`config.mk`:
```
export PLATFORM = sky130hd
export DESIGN_NAME = page_prog_engine
export DESIGN_NICKNAME = d
export VERILOG_FILES = /design/src/rtl/ppe_pkg.sv /design/src/rtl/ppe_fill.sv /design/src/rtl/ppe_timer.sv /design/src/rtl/page_prog_engine.sv
export SDC_FILE = /design/constraint.sdc
export NUM_CORES = 1
export LEC_CHECK = 0
export BUFFER_PORTS_ARGS = -buffer_cell sky130_fd_sc_hd__buf_2
export CAP_MARGIN = 20
export CORE_ASPECT_RATIO = 1.75
export CORE_MARGIN = 10
export CORE_UTILIZATION = 35
export CTS_CLUSTER_SIZE = 24
export DETAILED_ROUTE_END_ITERATION = 8
export SLEW_MARGIN = 20
export SYNTH_ARGS = -nofsm -noshare
export SYNTH_HDL_FRONTEND = slang
export SYNTH_SLANG_ARGS = --single-unit
```
`constraint.sdc`:
```
create_clock -name clk -period 2.25 [get_ports clk]
set_clock_uncertainty 0.15 [all_clocks]
set_input_delay 0.225 -clock clk [delete_from_list [all_inputs] [get_ports clk]]
set_output_delay 0.225 -clock clk [all_outputs]
set_load 0.05 [all_outputs]
```
`src/rtl/ppe_pkg.sv`:
```
package ppe_pkg;

    typedef enum logic [2:0] {
        OP_NONE   = 3'd0,
        OP_ABORT  = 3'd1,
        OP_LOAD   = 3'd2,
        OP_COMMIT = 3'd3,
        OP_BYTE   = 3'd4
    } ppe_op_e;

    // Fixed priority among coinciding strobes
    function automatic ppe_op_e ppe_decode(input logic ab, input logic ld,
                                           input logic cm, input logic bs);
        ppe_op_e op;
        if (ab)      op = OP_ABORT;
        else if (ld) op = OP_LOAD;
        else if (cm) op = OP_COMMIT;
        else if (bs) op = OP_BYTE;
        else         op = OP_NONE;
        return op;
    endfunction

endpackage

```
`src/rtl/ppe_fill.sv`:
```
module ppe_fill
    import ppe_pkg::*;
#(
    parameter int ADDR_W = 7,
    parameter int PAGE_W = 4,
    parameter int DATA_W = 8
) (
    input  logic                                    clk,
    input  logic                                    rst_n,
    input  ppe_op_e                                 op_i,
    input  logic [ADDR_W-1:0]                       addr_i,
    input  logic [DATA_W-1:0]                       byte_i,
    input  logic                                    busy_i,
    input  logic                                    done_i,
    output logic [ADDR_W-PAGE_W-1:0]                page_o,
    output logic [(1<<PAGE_W)-1:0]                  mask_o,
    output logic [(1<<PAGE_W)-1:0][DATA_W-1:0]      slots_o,
    output logic                                    any_o
);
    localparam int SLOTS = 1 << PAGE_W;
    localparam int HI_W  = ADDR_W - PAGE_W;

    typedef struct packed {
        logic [HI_W-1:0]                 page;
        logic [PAGE_W-1:0]               ptr;
        logic [SLOTS-1:0]                mask;
        logic [SLOTS-1:0][DATA_W-1:0]    data;
    } fill_st_t;

    fill_st_t s_d, s_q;

    always_comb begin
        s_d = s_q;
        case (op_i)
            OP_ABORT: s_d.mask = '0;
            OP_LOAD: begin
                s_d.page = addr_i[ADDR_W-1:PAGE_W];
                s_d.ptr  = addr_i[PAGE_W-1:0];
                s_d.mask = '0;
            end
            OP_BYTE: begin
                s_d.data[s_q.ptr] = byte_i;
                s_d.mask[s_q.ptr] = 1'b1;
                s_d.ptr           = s_q.ptr + 1'b1;
            end
            default: ;
        endcase
        if (done_i) s_d.mask = '0;
    end

    always_ff @(posedge clk or negedge rst_n) begin
        if (!rst_n) s_q <= '0;
        else        s_q <= s_d;
    end

    assign page_o  = s_q.page;
    assign mask_o  = s_q.mask;
    assign slots_o = s_q.data;
    assign any_o   = |s_q.mask;

    // an accepted byte lands in the slot the pointer named
    a_r3_byte_lands: assert property (@(posedge clk) disable iff (!rst_n)
        op_i == OP_BYTE |=> s_q.mask[$past(s_q.ptr)] &&
                            s_q.data[$past(s_q.ptr)] == $past(byte_i));
    // a byte never moves the page
    a_r3_page_fixed: assert property (@(posedge clk) disable iff (!rst_n)
        op_i == OP_BYTE |=> $stable(s_q.page));
    // buffer frozen while programming runs
    a_r8_frozen: assert property (@(posedge clk) disable iff (!rst_n)
        busy_i && !done_i |=> $stable(s_q.mask) && $stable(s_q.data));
    // mask empty after the cycle ends
    a_r11_cleared: assert property (@(posedge clk) disable iff (!rst_n)
        done_i |=> s_q.mask == '0);

endmodule

```
`src/rtl/ppe_timer.sv`:
```
module ppe_timer
    import ppe_pkg::*;
#(
    parameter int PAGE_W    = 4,
    parameter int WR_CYCLES = 100000
) (
    input  logic              clk,
    input  logic              rst_n,
    input  ppe_op_e           op_i,
    input  logic              any_i,
    output logic              busy_o,
    output logic              done_o,
    output logic              scan_act_o,
    output logic [PAGE_W-1:0] scan_o
);
    localparam int SLOTS = 1 << PAGE_W;
    localparam int EFF   = (WR_CYCLES < SLOTS) ? SLOTS : WR_CYCLES;
    localparam int CNT_W = $clog2(EFF + 1);
    localparam logic [CNT_W-1:0] LAST = CNT_W'(EFF - 1);

    typedef struct packed {
        logic              busy;
        logic [CNT_W-1:0]  cnt;
        logic [PAGE_W:0]   scan;
    } tim_st_t;

    tim_st_t t_d, t_q;

    always_comb begin
        t_d = t_q;
        if (!t_q.busy) begin
            if (op_i == OP_COMMIT && any_i) begin
                t_d.busy = 1'b1;
                t_d.cnt  = '0;
                t_d.scan = '0;
            end
        end else begin
            if (!t_q.scan[PAGE_W]) t_d.scan = t_q.scan + 1'b1;
            if (t_q.cnt == LAST) t_d.busy = 1'b0;
            else                 t_d.cnt  = t_q.cnt + 1'b1;
        end
    end

    always_ff @(posedge clk or negedge rst_n) begin
        if (!rst_n) t_q <= '0;
        else        t_q <= t_d;
    end

    assign busy_o     = t_q.busy;
    assign done_o     = t_q.busy && (t_q.cnt == LAST);
    assign scan_act_o = t_q.busy && !t_q.scan[PAGE_W];
    assign scan_o     = t_q.scan[PAGE_W-1:0];

    // busy holds until the last count
    a_r5_hold: assert property (@(posedge clk) disable iff (!rst_n)
        t_q.busy && t_q.cnt != LAST |=> t_q.busy);
    // busy drops right after the last count
    a_r5_end: assert property (@(posedge clk) disable iff (!rst_n)
        t_q.busy && t_q.cnt == LAST |=> !t_q.busy);
    // counter never passes the window
    a_r5_bound: assert property (@(posedge clk) disable iff (!rst_n)
        t_q.busy |-> t_q.cnt <= LAST);

endmodule

```
`src/rtl/page_prog_engine.sv`:
```
module page_prog_engine
    import ppe_pkg::*;
#(
    parameter int ADDR_W    = 7,
    parameter int PAGE_W    = 4,
    parameter int DATA_W    = 8,
    parameter int WR_CYCLES = 100000
) (
    input  logic              clk,
    input  logic              rst_n,
    input  logic              addr_ld_i,
    input  logic [ADDR_W-1:0] addr_i,
    input  logic              byte_stb_i,
    input  logic [DATA_W-1:0] byte_i,
    input  logic              commit_i,
    input  logic              abort_i,
    output logic              arr_we_o,
    output logic [ADDR_W-1:0] arr_addr_o,
    output logic [DATA_W-1:0] arr_wdata_o,
    output logic              busy_o
);
    localparam int SLOTS = 1 << PAGE_W;
    localparam int HI_W  = ADDR_W - PAGE_W;

    ppe_op_e                          op;
    logic                             busy, done, scan_act, any;
    logic [PAGE_W-1:0]                scan;
    logic [HI_W-1:0]                  page;
    logic [SLOTS-1:0]                 mask;
    logic [SLOTS-1:0][DATA_W-1:0]     slots;

    // Strobes are dropped entirely while a cycle runs
    always_comb begin
        op = ppe_decode(abort_i, addr_ld_i, commit_i, byte_stb_i);
        if (busy) op = OP_NONE;
    end

    ppe_fill #(.ADDR_W(ADDR_W), .PAGE_W(PAGE_W), .DATA_W(DATA_W)) u_fill (
        .clk(clk), .rst_n(rst_n), .op_i(op), .addr_i(addr_i), .byte_i(byte_i),
        .busy_i(busy), .done_i(done), .page_o(page), .mask_o(mask),
        .slots_o(slots), .any_o(any)
    );

    ppe_timer #(.PAGE_W(PAGE_W), .WR_CYCLES(WR_CYCLES)) u_timer (
        .clk(clk), .rst_n(rst_n), .op_i(op), .any_i(any), .busy_o(busy),
        .done_o(done), .scan_act_o(scan_act), .scan_o(scan)
    );

    assign arr_we_o    = scan_act && mask[scan];
    assign arr_addr_o  = {page, scan};
    assign arr_wdata_o = slots[scan];
    assign busy_o      = busy;

    // the array is written only inside a programming window
    a_r7_write_in_window: assert property (@(posedge clk) disable iff (!rst_n)
        arr_we_o |-> busy_o);
    // a window opens only on a commit
    a_r5_start: assert property (@(posedge clk) disable iff (!rst_n)
        $rose(busy_o) |-> $past(commit_i));
    // a commit with an empty buffer leaves the engine idle
    a_r6_empty_commit: assert property (@(posedge clk) disable iff (!rst_n)
        !busy_o && commit_i && !any |=> !busy_o);

endmodule

```
==> impl_results.md <==
- Worst Hold Class: primary input to register
- EDFF count, synth: 0
- Critical path class: register to output port
- CTS tree: built
- Most used cell, CP: mux4_2
- Flop pwr share: 50.8%
- Max transition margin: 64.0%
- Gate power share: 2.9%
- Crit share post-route: 121%
- Multi-input logic area: 3710 sq um
- Bufs on Longest Clock Path: 2
- TritonRoute pass-1 iters: 4
- TritonCTS buffer count: 17
- Yosys top cell area share: 52.3%
- MaxCap Viol Count: 0
- DIE AREA: 30600 sq um
- Layout cells sized above 1: 46.7%
- Design Area, Final: 9910 sq um
- Antenna violations before repair: 0
- Crit Path Max Fanout: 5
- RSZ-0062 raised after global routing: yes
- Placed Area: 9050 sq um
- Clk slew on worst S/H paths: 0.07 ns
- Fillers: 2112
- Measured slew at the worst slew-check pin: 0.539 ns
- Status: complete, but fails checks
- Synth cell types: 48
- Synth top area cells: dfrtp_1, mux2_2, mux4_2, nand2_1, nand3_4
- Synthesized area per cell: 14.4 sq um
- DRC violations left: 0
- P_leak: 4.73 nW
- Num Clock Sinks: 174
- Crit path launch type: register
- Clock root buffer: clkbuf_16
- Critical Path Max Stage Delay: 0.51 ns
- Crit path time final: 2.73 ns
- Switching power: 1.53 mW
- Global-route wire length before repair: 32.5 mm
- Io pins: 38
- Worst skew pair latency: 0.44 ns
- Final setup TNS: -4.11 ns
- Asr flop ratio synth: 100%
- Register area: 4360 sq um
- Synth area leader: dfrtp_1
- Clock Power Share: 46.3%
- Post-DRT Antenna Nets: 0
- GRT Total Usage: 13.9%
- Internal: 4.65 mW
- Most used flip-flop cell after synthesis: dfrtp_1
- WHS: 0.0483 ns
- Data required time of the critical path: 1.88 ns
- H-tree depth: 4
- Vias in the first global route: 5648
- Die Wd: 137 um
- Vias/cell: 5.43
- #FFs+latches synth: 174
- Detailed Route Iter0 Violations: 259
- Slowest-stage cell, CP: mux4_2
- ANT cells: 0
- Setup WS pre-CTS: -0.0904 ns
- Setup-failing EPs final: 9
- Die height: 224 um
- Max frequency: 367 MHz
- Cell row count: 74
- Routed len/inst: 21.4 um
- Largest net degree at the start of global routing: 56
- Synthesis Warnings: 0
- Power per cell area: 624 nW/um^2
- Gpl congestion: 0.840
- CP Buf/Inv Count: 3
- Max Slew Vio Count: 0
- DP Wirelength: 13.9 mm
- Crit path cell chain: buf_12 -> clkbuf_16 -> mux4_2 -> mux4_2 -> buf_6
- CP Capture Type: output port
- Sequential area share after synthesis: 52.3%
- Final WL: 20.6 mm
- Final hold viol count: 0
- Via count: 5231
- Mapped Nets: 607
- Final #Nets: 674
- Synthesized cell area: 8330 sq um
- Sw frac: 24.7%
- Cells after Synth: 580
- Worst Setup Slack, final: -0.475 ns
- # port buffers: 37
- Tot Pwr: 6.18 mW
- VDD IR max: 0.515 mV
- Failing checks: negative setup slack
- Initial core utilization: 35.6%
- Total grt overflow: 0
- Core box area: 23400 sq um
- Area Growth Syn to Fin: 19.0%
- CP delay by family, top: multiplexers
- Crit path DAT: 2.35 ns
placed cells by master (no fill, tap or decap), drive strengths merged, types with 2 or more instances in the layout:
cell type / netlist / layout
xnor2: 2 / 2
nand2: 36 / 36
mux2: 128 / 128
nor4: 4 / 4
a221o: 2 / 2
ha: 6 / 6
nand4: 10 / 10
nor2b: 6 / 6
and2: 5 / 5
nor4b: 2 / 2
and3: 3 / 3
o31ai: 2 / 2
nand3: 29 / 29
nor3: 4 / 4
mux2i: 5 / 5
o211ai: 3 / 3
dlygate4sd3: 0 / 9
o21ai: 7 / 7
clkbuf: 18 / 19
clkinv: 0 / 5
a21boi: 16 / 16
dfrtp: 174 / 174
buf: 24 / 79
nor3b: 3 / 3
a21oi: 3 / 3
o41ai: 2 / 2
and4: 2 / 2
nor2: 6 / 6
xor2: 2 / 2
a211o: 2 / 2
nand2b: 2 / 2
inv: 16 / 26
o311ai: 2 / 2
mux4: 45 / 45
tightest hold or removal path, stage by stage:
cell and delay (ns):
buf_2 0.14, nor3_2 0.06, a31oi_1 0.16
final cells by class:
type                            instances  share of cell area (%)
Sequential cell                       174                    44.0
Multi-Input combinational cell        348                    37.4
Timing Repair Buffer                   90                    8.46
Clock buffer                           17                    4.29
Tap cell                              304                    3.84
Clock inverter                         15                    1.43
Inverter                               16                   0.606
registers in the layout, summed over array words and instances (netlist names):
| signal | count |
|---|---|
| u_fill.mask_o | 16 |
| u_timer.t_q | 18 |
| u_timer.scan_o | 4 |
| u_fill.s_q | 4 |
| u_fill.slots_o | 128 |
| u_timer.busy_o | 1 |
| u_fill.page_o | 3 |
cell families after synthesis:
logic type      count (synthesis)  synth area share [%]
compound gates                 45                  3.96
xor+xnor                        4                 0.421
fa+ha+maj                       6                 0.901
buf+inv                        58                  3.44
flops                         174                  52.3
mux                           178                  30.1
simple gates                  115                  8.95
cells in the mapped netlist, types with 2 or more instances:
master    instances
nor3_1            2
xnor2_1           2
nand2_1          36
nor2_1            6
buf_4             8
a211o_1           2
nand4_4           2
nor4b_1           2
buf_6             4
nor2b_1           6
o211ai_1          3
nor4_1            4
o21ai_0           7
a21boi_0         16
nor3b_1           3
nand3_2           5
nand2b_1          2
mux4_2           45
xor2_1            2
ha_1              6
and2_1            5
nand4_1           8
and4_1            2
buf_1             5
a221o_1           2
mux2i_1           5
buf_2             7
mux2_2          128
nand3_1          17
a21oi_1           3
nand3_4           7
o31ai_1           2
o311ai_0          2
dfrtp_1         174
o41ai_1           2
nor3_2            2
and3_1            3
clkbuf_1         18
inv_1            16
power by group through the flow:
stage	Combinational, mW	Sequential [mW]	Clock (mW)
after CTS	0.187	3.14	2.91
after detailed placement	0.174	3.20	0
final	0.181	3.14	2.86
after global placement	0.169	3.20	0
after global routing	0.205	3.14	3.05
after floorplan	0.0607	3.20	0
metrics by stage:
stage / std cells / utilization (%)
final: 964 / 42.3
after global routing: 964 / 42.3
after CTS: 960 / 41.9
after detailed placement: 917 / 38.6
after global placement: 917 / 38.6
after floorplan: 580 / -
final timing paths:
check                                   from                 to  slack, ns  depth (start not counted)
setup / recovery           u_timer.scan_o[0]     arr_wdata_o[5]      -0.48                          5
hold / removal                       abort_i     u_timer.t_q[4]       0.05                          3
setup reg to reg              u_timer.t_q[6]     u_timer.t_q[7]       0.11                          6
hold reg to reg              u_timer.t_q[21]    u_timer.t_q[21]       0.33                          1
max in group asynchronous              rst_n  u_fill.slots_o[4]       1.08                          3
min in group asynchronous              rst_n    u_timer.t_q[13]       0.16                          2
what timing repair did:
item                                    CTS  global route
hold buffers                              9             0
pin swaps                                 0             0
setup buffers                             2             1
endpoints found under the setup margin    9            19
endpoints found under the hold margin    58             0
cloned                                    0             3
resized for setup                        25             6
metal layers:
| metal | global-route usage (%) | wire length, um | vias to the layer above |
|---|---|---|---|
| met1 | 15.8 | 8020 | 2783 |
| li1 | - | - | 2293 |
| met4 | 4.93 | 439 | 0 |
| met3 | 3.16 | 876 | 33 |
| met5 | 0 | 0 | - |
| met2 | 24.7 | 11300 | 122 |
(Power assumes the default switching activity.)
